### src/rtl/artf_pkg.sv
package artf_pkg;
  typedef struct packed {
    logic applyCmd;
    logic stall;
  } artfStrobes_t;

  typedef enum logic [0:0] {
    ST_IDLE      = 1'b0,
    ST_WRITEBACK = 1'b1
  } artfState_t;
endpackage

### src/rtl/artf_datapath.sv
module artf_datapath
  import artf_pkg::*;
#(
  parameter int NUM_ENTRIES = 8,
  parameter int DATA_W      = 32,
  parameter int ADDR_W      = 32,
  localparam int IDX_W      = $clog2(NUM_ENTRIES)
) (
  input  logic              clk,
  input  logic              rstN,
  input  artfStrobes_t      strobes,
  input  logic              trapMode,
  input  logic              rfWrEn,
  input  logic [IDX_W-1:0]  rfWrIdx,
  input  logic [DATA_W-1:0] rfWrData,
  input  logic [IDX_W-1:0]  rfRdIdx,
  output logic [DATA_W-1:0] rfRdData,
  input  logic              cmdRelease,
  input  logic [IDX_W-1:0]  cmdIdx,
  input  logic [ADDR_W-1:0] cmdAddr,
  output logic              entryNeedsWb,
  output logic [ADDR_W-1:0] wbAddr,
  output logic [DATA_W-1:0] wbData,
  input  logic              snValid,
  input  logic              snWrite,
  input  logic [ADDR_W-1:0] snAddr,
  input  logic [DATA_W-1:0] snWrData,
  output logic              snHit,
  output logic [DATA_W-1:0] snRdData,
  output logic              memPass,
  output logic              trapPulse,
  output logic [IDX_W-1:0]  trapIdx,
  output logic              dupErr
);
  logic [ADDR_W-1:0]      tagQ   [NUM_ENTRIES];
  logic [DATA_W-1:0]      dataQ  [NUM_ENTRIES];
  logic [NUM_ENTRIES-1:0] validQ;
  logic [NUM_ENTRIES-1:0] dirtyQ;
  logic [NUM_ENTRIES-1:0] matchVec;
  logic                   anyMatch;
  logic [IDX_W-1:0]       hitIdx;
  logic                   accessLive;
  logic                   fwdStore;

  // Fully associative compare, one comparator per entry
  for (genvar g = 0; g < NUM_ENTRIES; g++) begin : g_cmp
    assign matchVec[g] = validQ[g] && (tagQ[g] == snAddr);
  end

  // Lowest-numbered matching entry wins
  always_comb begin
    anyMatch = 1'b0;
    hitIdx   = '0;
    for (int i = NUM_ENTRIES - 1; i >= 0; i--) begin
      if (matchVec[i]) begin
        anyMatch = 1'b1;
        hitIdx   = IDX_W'(i);
      end
    end
  end

  assign accessLive = snValid && !strobes.stall;
  assign snHit      = accessLive && anyMatch && !trapMode;
  assign trapPulse  = accessLive && anyMatch && trapMode;
  assign trapIdx    = trapPulse ? hitIdx : '0;
  assign memPass    = accessLive && !snHit;
  assign dupErr     = accessLive && ($countones(matchVec) > 1);
  assign snRdData   = (snHit && !snWrite) ? dataQ[hitIdx] : '0;
  assign fwdStore   = snHit && snWrite;

  assign rfRdData     = dataQ[rfRdIdx];
  assign entryNeedsWb = validQ[cmdIdx] && dirtyQ[cmdIdx];
  assign wbAddr       = tagQ[cmdIdx];
  assign wbData       = dataQ[cmdIdx];

  // Later assignments take priority: command over store over register write
  always_ff @(posedge clk) begin
    if (!rstN) begin
      validQ <= '0;
      dirtyQ <= '0;
      for (int i = 0; i < NUM_ENTRIES; i++) begin
        tagQ[i]  <= '0;
        dataQ[i] <= '0;
      end
    end else begin
      for (int i = 0; i < NUM_ENTRIES; i++) begin
        if (rfWrEn && rfWrIdx == IDX_W'(i)) begin
          dataQ[i] <= rfWrData;
          if (validQ[i]) dirtyQ[i] <= 1'b1;
        end
        if (fwdStore && hitIdx == IDX_W'(i)) begin
          dataQ[i]  <= snWrData;
          dirtyQ[i] <= 1'b1;
        end
        if (strobes.applyCmd && cmdIdx == IDX_W'(i)) begin
          tagQ[i]   <= cmdAddr;
          validQ[i] <= !cmdRelease;
          dirtyQ[i] <= 1'b0;
        end
      end
    end
  end
endmodule

### src/rtl/artf_control.sv
module artf_control
  import artf_pkg::*;
(
  input  logic         clk,
  input  logic         rstN,
  input  logic         cmdValid,
  input  logic         entryNeedsWb,
  input  logic         wbReady,
  output logic         cmdReady,
  output logic         wbValid,
  output artfStrobes_t strobes
);
  artfState_t stateQ, stateD;

  always_comb begin
    stateD           = stateQ;
    cmdReady         = 1'b0;
    wbValid          = 1'b0;
    strobes.stall    = 1'b0;
    strobes.applyCmd = 1'b0;
    unique case (stateQ)
      ST_IDLE: begin
        cmdReady = cmdValid && !entryNeedsWb;
        if (cmdValid && entryNeedsWb) stateD = ST_WRITEBACK;
      end
      ST_WRITEBACK: begin
        wbValid       = 1'b1;
        strobes.stall = 1'b1;
        cmdReady      = cmdValid && wbReady;
        if (wbReady) stateD = ST_IDLE;
      end
      default: stateD = ST_IDLE;
    endcase
    strobes.applyCmd = cmdReady;
  end

  always_ff @(posedge clk) begin
    if (!rstN) stateQ <= ST_IDLE;
    else       stateQ <= stateD;
  end
endmodule

### src/rtl/alias_tag_regfile.sv
module alias_tag_regfile
  import artf_pkg::*;
#(
  parameter int NUM_ENTRIES = 8,
  parameter int DATA_W      = 32,
  parameter int ADDR_W      = 32,
  localparam int IDX_W      = $clog2(NUM_ENTRIES)
) (
  input  logic              clk,
  input  logic              rstN,
  input  logic              trapMode,
  input  logic              rfWrEn,
  input  logic [IDX_W-1:0]  rfWrIdx,
  input  logic [DATA_W-1:0] rfWrData,
  input  logic [IDX_W-1:0]  rfRdIdx,
  output logic [DATA_W-1:0] rfRdData,
  input  logic              cmdValid,
  input  logic              cmdRelease,
  input  logic [IDX_W-1:0]  cmdIdx,
  input  logic [ADDR_W-1:0] cmdAddr,
  output logic              cmdReady,
  input  logic              snValid,
  input  logic              snWrite,
  input  logic [ADDR_W-1:0] snAddr,
  input  logic [DATA_W-1:0] snWrData,
  output logic              snStall,
  output logic              snHit,
  output logic [DATA_W-1:0] snRdData,
  output logic              memPass,
  output logic              trapPulse,
  output logic [IDX_W-1:0]  trapIdx,
  output logic              dupErr,
  output logic              wbValid,
  input  logic              wbReady,
  output logic [ADDR_W-1:0] wbAddr,
  output logic [DATA_W-1:0] wbData
);
  artfStrobes_t strobes;
  logic         entryNeedsWb;

  artf_control u_ctrl (
    .clk          (clk),
    .rstN         (rstN),
    .cmdValid     (cmdValid),
    .entryNeedsWb (entryNeedsWb),
    .wbReady      (wbReady),
    .cmdReady     (cmdReady),
    .wbValid      (wbValid),
    .strobes      (strobes)
  );

  artf_datapath #(
    .NUM_ENTRIES (NUM_ENTRIES),
    .DATA_W      (DATA_W),
    .ADDR_W      (ADDR_W)
  ) u_dp (
    .clk          (clk),
    .rstN         (rstN),
    .strobes      (strobes),
    .trapMode     (trapMode),
    .rfWrEn       (rfWrEn),
    .rfWrIdx      (rfWrIdx),
    .rfWrData     (rfWrData),
    .rfRdIdx      (rfRdIdx),
    .rfRdData     (rfRdData),
    .cmdRelease   (cmdRelease),
    .cmdIdx       (cmdIdx),
    .cmdAddr      (cmdAddr),
    .entryNeedsWb (entryNeedsWb),
    .wbAddr       (wbAddr),
    .wbData       (wbData),
    .snValid      (snValid),
    .snWrite      (snWrite),
    .snAddr       (snAddr),
    .snWrData     (snWrData),
    .snHit        (snHit),
    .snRdData     (snRdData),
    .memPass      (memPass),
    .trapPulse    (trapPulse),
    .trapIdx      (trapIdx),
    .dupErr       (dupErr)
  );

  assign snStall = strobes.stall;
endmodule

### config.mk
export PLATFORM = sky130hd
export DESIGN_NAME = alias_tag_regfile
export DESIGN_NICKNAME = d
export VERILOG_FILES = /design/src/rtl/artf_pkg.sv /design/src/rtl/artf_datapath.sv /design/src/rtl/artf_control.sv /design/src/rtl/alias_tag_regfile.sv
export SDC_FILE = /design/constraint.sdc
export NUM_CORES = 2
export LEC_CHECK = 0
export BUFFER_PORTS_ARGS = -buffer_cell sky130_fd_sc_hd__buf_2
export CORE_ASPECT_RATIO = 0.7
export CORE_MARGIN = 2
export CORE_UTILIZATION = 35
export CTS_BUF_LIST = sky130_fd_sc_hd__clkbuf_8
export DETAILED_ROUTE_END_ITERATION = 8
export SLEW_MARGIN = 0
export SYNTH_ARGS = -nofsm -noshare
export SYNTH_HDL_FRONTEND = slang
export SYNTH_SLANG_ARGS = --single-unit
### constraint.sdc
create_clock -name clk -period 5.6 [get_ports clk]
set_input_delay 1.12 -clock clk [delete_from_list [all_inputs] [get_ports clk]]
set_output_delay 1.12 -clock clk [all_outputs]
set_load 0.1 [all_outputs]
Word-level counts from Yosys, hierarchy flattened
Memories as Yosys holds them, arrays and structs flattened.
Index checks and enable logic that the tools add are counted.
{"block": "classes", "n_eq_ne": 29, "reduce_logical": 85, "magnitude_cmp": 2, "n_mux": 148, "bitwise": 26, "add_sub_neg": 7}
{"cell": "2-to-1 mux 32 bit", "count": 25}
{"cell": "== test 32 bit", "count": 8}
{"cell": "2-to-1 mux 1 bit", "count": 110}
{"cell": "adder 32 bit", "count": 3}
{"cell": "logical AND 1 bit", "count": 44}
{"cell": "== test 3 bit, second input constant", "count": 12}
{"cell": "> comparator 32 x 2 -> 1 bit, second input constant", "count": 1}
{"cell": "nonzero test 2 bit", "count": 16}
{"cell": "2-to-1 mux 3 bit", "count": 9}
{"cell": "bitwise OR 1 bit", "count": 24}
{"cell": "== test 3 x 2 -> 1 bit, second input constant", "count": 6}
{"cell": "AND reduction 2 bit", "count": 8}
{"cell": "OR reduction 2 bit", "count": 8}
{"cell": "== test 3 x 1 -> 1 bit, second input constant", "count": 3}
{"cell": "zero test 3 bit", "count": 3}
{"cell": "adder 1 x 1 -> 2 bit", "count": 4}
{"cell": "binary-select mux 1 bit (select 3 bit)", "count": 2}
{"cell": "zero test 1 bit", "count": 6}
{"cell": "less-than comparator 3 x 4 -> 1 bit, second input constant", "count": 1}
{"cell": "one-hot mux 1 bit (2 select lines)", "count": 2}
{"cell": "inverter 1 bit", "count": 2}
{"block": "totals", "mem_bits_rw": 512, "elab_cells": 316, "reg_bits": 17, "input_bits": 146, "memories": 2}
{"memory": "u_dp.dataQ", "words": 8, "width": 32, "rd": 3, "rd_clocked_by_memory_dff": 0, "write_ports": 8, "line": "artf_datapath.sv:36", "rtl": "logic [DATA_W-1:0] dataQ [NUM_ENTRIES];"}
{"memory": "u_dp.tagQ", "words": 8, "width": 32, "rd": 9, "rd_clocked_by_memory_dff": 0, "write_ports": 8, "line": "artf_datapath.sv:35", "rtl": "logic [ADDR_W-1:0] tagQ [NUM_ENTRIES];"}

Logic depth before layout (Yosys ltp)
An unclocked memory read counts as a cell.
{"block": "depth", "word_depth": 19, "depth_mapped": 15, "mapped_depth_nobuf": 14}

Modules after synthesis
A second synthesis with hierarchy kept.
{"block": "hier_totals", "cells_unflattened": 2827, "area_unflattened_um2": 33334.5}
{"module": "artf_datapath", "instances": 1, "cells_each": 2818, "area_each_um2": 33259.4}
{"module": "artf_control", "instances": 1, "cells_each": 9, "area_each_um2": 75.1}

Worst setup path after synthesis
Ideal clock, no wire load.
{"block": "synth_timing", "path_type": "in2out", "startpoint": "in snAddr[0]", "endpoint": "out snRdData[30]", "n_path_buf": 4, "required_time_ps": 4480, "cell_stages": 15, "path_slack_ps": -1402, "arrival_time_ps": 5882, "cell_sequence": "buf_2 > xor2_1 > nor4_1 > nand4_1 > or4_1 > inv_1 > ha_1 > a31oi_1 > or3_1 > buf_2 > clkbuf_2 > buf_2 > a21boi_0 > a211oi_1 > o31ai_1"}
{"block": "synth_between", "elab_chain_cells": 14, "word_cells_on_any_way": 37, "classes_between": "eq/ne (8); mux (17); reduce/logical (11); memory (1)"}
{"element": "start: declaration", "line": "alias_tag_regfile.sv:24", "rtl": "input logic [ADDR_W-1:0] snAddr,"}
{"element": "branches (longest 13 deep; another with memory (8 x 32 bit))"}
{"element": "2-to-1 mux 32 bit (*)", "line": "artf_datapath.sv:68", "rtl": "assign snRdData = (snHit && !snWrite) ? dataQ[hitIdx] : '0;"}
{"element": "end: declaration", "line": "alias_tag_regfile.sv:28", "rtl": "output logic [DATA_W-1:0] snRdData,"}
Every way passes the cells marked *.

Worst setup path after layout
{"block": "layout_timing", "startpoint": "in snAddr[13]", "endpoint": "out dupErr"}
{"block": "layout_between", "elab_chain_cells": 7, "word_cells_on_any_way": 25, "classes_between": "add/sub (7); order compare (1); eq/ne (8); reduce/logical (9)"}
{"element": "== test 32 bit", "line": "artf_datapath.sv:47", "rtl": "assign matchVec[g] = validQ[g] && (tagQ[g] == snAddr);"}
{"element": "logical AND 1 bit", "line": "artf_datapath.sv:47"}
{"element": "adder 1 x 1 -> 2 bit (implied by the code)", "line": "artf_datapath.sv:67", "rtl": "assign dupErr = accessLive && ($countones(matchVec) > 1);"}
{"element": "adder 32 bit (implied by the code)", "line": "artf_datapath.sv:67"}
{"element": "adder 32 bit (implied by the code) (*)", "line": "artf_datapath.sv:67"}
{"element": "> comparator 32 x 2 -> 1 bit (*)", "line": "artf_datapath.sv:67"}
{"element": "logical AND 1 bit (*)", "line": "artf_datapath.sv:67"}
{"element": "end: declaration", "line": "alias_tag_regfile.sv:32", "rtl": "output logic dupErr,"}
Mark *: on every way between the ends. The rest lies on a longest branch, timed or not.

==> out/metrics.yaml <==
status:
  status: "finished with violations"
  violations: "negative setup slack"
power:
  internal_power_mw: 7.11
  pwr-share-comb_pct: 23.5
  switching_share_pct: 35.2
  powerDensity_mw_per_mm2: 258
  p_sw_mw: 3.86
  peakVddDrop_v: 0.000149
  seq_power_share_pct: 44.8
  p_clk_share_pct: 31.7
  leakage_nw: 15.3
  finalPower_mw: 11.0
synth:
  yosysMostFrequentCell: "edfxtp_1"
  syn-instance-count: 2905
  synthTopCellsByCount: "edfxtp_1, nand2_1, nor2_1"
  synth_seq_cells: 529
  netlist.area_leader.share_pct: 46.3
  ys_types: 64
  synth_nets: 3063
  synth_seq_area_share_pct: 47.3
  syn_area_mm2: 0.0332
  synthTopCellsByArea: "edfxtp_1, mux4_2, xor2_1, nand2_1, mux2i_1"
  synth.avg_cell_area_um2: 11.4
  postSynth.asyncResetShare_pct: 0
  synth.largest_area_cell: "edfxtp_1"
  synth_edf_count: 512
  synthFlopType: "edfxtp_1"
  yosysWarnings: 0
global_routing:
  antenna_found_initial: 18
  grt_pass1_vias: 27500
  grt_max_degree: 163
  grt_pass1_wl_um: 205000
  grt.total_usage_pct: 29.6
  grt_overflow_total: 0
setup_path:
  crit_fanout: 6
  critical_path.slowest_cell: "fa_1"
  cp_data_required_time_ns: 4.48
  cp.depth: 19
  arrival_ns: 5.01
  r2r_cells: 19
  startpoint: "snAddr[13]"
  slowest_delay_ns: 0.50
  crit_path_end_kind: "output port"
  timing.critical_path.max_delay_family: "adder cells"
  start_kind: "primary input"
  rrSetupSlack_ns: 0.94
  r2r_end: "u_dp.dataQ[5][2]"
  rr_startpoint: "u_dp.tagQ[7][1]"
  worstSetupPathType: "primary input to output port"
  cp_common_cell: "buf_4"
  timing.critical_path.to: "dupErr"
  cp_cell_sequence: "buf_2, buf_4, buf_4, xnor2_1, buf_4, nand4_1, nor3_2, buf_4, and3_1, ha_1, inv_1, fa_1, inv_1, fa_1, ha_1, inv_1, fa_1, a31oi_4, buf_12"
  timing.critical_path.buf_inv: 9
place:
  place.port_buffers: 283
  dp_slack_ns: -0.796
  globalplace.congestion: 1.01
  place_inst: 4479
  post-dp-hpwl_um: 97500
floorplanning:
  start_util_pct: 35.3
  die_w_um: 372
  die_h_um: 262
  die-area_mm2: 0.0973
  io-pin-count: 284
  row_count: 94
  core_area_mm2: 0.0940
sta:
  max_freq_mhz: 163
  slew_violations: 0
  setup_violations: 33
  skew_ns: 0.0458
  hold_viol_final: 0
  max-slew-margin-rel_pct: 15.8
  hold_ws_ns: 0.480
  setup_slack_ns: -0.532
  tns_ns: -8.56
  grt_setup_unrepaired: "yes"
  min_period_ns: 6.13
  fin_crit_sh_pct: 109
  tightest_slew_ns: 1.26
detailed_routing:
  wire_per_inst_um: 31.6
  drt-total-wl_um: 148000
  ant_nets: 0
  route.detailed.drc: 0
  drt_iter0_drc: 4723
  vias: 29000
  post_drt_via_cell_ratio: 6.20
  dr.pass1.iters: 6
clock_network:
  postCtsHoldBufs: 0
  cts-buffers-inserted: 91
  clk_path_buf_depth: 3
  clock-sinks: 529
  cts_root_buf: "clkbuf_8"
  clock_latency_ns: 0.74
  cts_tree: "built"
  clk_pin_slew_ns: 0.07
  htreeDepth: 3
layout:
  layout-drive-gt1-share_pct: 33.4
  fillers: 8526
  area_delta_synth_final_pct: 27.8
  nets: 3506
  final_cells: 4676
flow_run:
  maxCapViolCount: 0
min_path:
  hold_path_class: "flip-flop to flip-flop"
==> worst reg2reg max path, delay by kind of cell, from the launching register on <==
family / cells / cell delay (ns)
xor+xnor: 1 / 0.23
fa+ha+maj: 1 / 0.12
simple gates: 6 / 1.68
compound gates: 2 / 0.30
buf+inv: 9 / 1.43
flops: 1 / 0.46
==> registers in the layout, indices dropped and copies added (netlist names) <==
name,flops
u_dp.validQ,8
u_ctrl.stateQ,1
u_dp.tagQ,256
u_dp.dataQ,256
u_dp.dirtyQ,8
==> power by group through the flow <==
stage | sequential (mW) | combinational, mW | clock [mW]
finish | 4.91 | 2.58 | 3.47
global route | 4.93 | 2.65 | 3.64
CTS | 4.89 | 2.51 | 3.49
detailed placement | 4.95 | 2.50 | 0
global placement | 4.94 | 2.49 | 0
floorplan | 4.85 | 1.65 | 0
==> worst min-delay path by stage <==
| stage | startpoint | to | slack (ns) | cells after the start |
|---|---|---|---|---|
| global route | u_dp.dirtyQ[7] | u_dp.dirtyQ[7] | 0.53 | 2 |
| global placement | u_dp.dirtyQ[3] | u_dp.dirtyQ[3] | 0.46 | 2 |
| CTS | u_dp.dirtyQ[3] | u_dp.dirtyQ[3] | 0.48 | 2 |
| floorplan | u_dp.dirtyQ[7] | u_dp.dirtyQ[7] | 0.44 | 2 |
| detailed placement | u_dp.dirtyQ[3] | u_dp.dirtyQ[3] | 0.47 | 2 |
| finish | u_dp.dirtyQ[3] | u_dp.dirtyQ[3] | 0.48 | 2 |
==> stage by stage <==
stage          utilization (%)  instance area (um^2)
2_1_floorplan                -                 33700
3_3_place_gp              41.7                 39100
3_5_place_dp              41.7                 39100
4_1_cts                   44.7                 42000
5_1_grt                   45.1                 42400
6_report                  45.1                 42400
==> cells in the final DEF (no fill, tap or decap), types with 11 or more instances in the layout <==
cell type and instances:
dfxtp_1 17, clkinv_1 25, xor2_1 176, mux4_2 193
o21ai_4 31, o311ai_2 18, buf_4 257, nand3_1 209
mux2_2 32, nor4_2 11, a211oi_1 37, o31ai_1 65
o22a_1 31, and3_1 17, a21oi_1 84, nor2_1 217
xnor2_1 77, and3_4 17, nor3_1 15, nor4_1 55
nand4_1 30, nand2_1 380, o221ai_4 25, edfxtp_1 512
buf_2 234, clkbuf_8 93, inv_1 77, a21boi_0 57
clkinv_2 15, buf_12 97, mux2i_1 128
==> kinds of logic after synthesis <==
kind of cell | Yosys count | share of synthesized area [%]
compound gates | 397 | 8.49
xor+xnor | 257 | 6.78
fa+ha+maj | 12 | 0.543
buf+inv | 321 | 4.26
flops | 529 | 47.3
mux | 353 | 18.0
simple gates | 1036 | 14.5
==> repair_timing <==
| item | CTS | global route |
|---|---|---|
| endpoints found under the setup margin | 33 | 33 |
| buffers inserted | 22 | 5 |
| resized for setup | 106 | 66 |
| cloned | 8 | 3 |
| pin swaps | 65 | 41 |
==> cell type report <==
class	count	area, um^2	area share [%]
multi-input cells	2055	17700	41.6
flip-flops and latches	529	15700	37.1
repair buffers	614	5540	13.1
well taps	1248	1560	3.68
clock buffers	92	1270	2.99
clock inverters	73	440	1.04
inverters	57	219	0.516
diodes	8	20.0	0.0472
==> routing by layer <==
metal,global-route usage [%],vias to the layer above,wire length (um)
met5,0,-,101
met4,8.76,18,4050
met3,10.0,298,21700
met2,40.6,2305,60200
met1,43.8,14400,61800
li1,-,11900,-
Power figures use the tool's default switching activity.
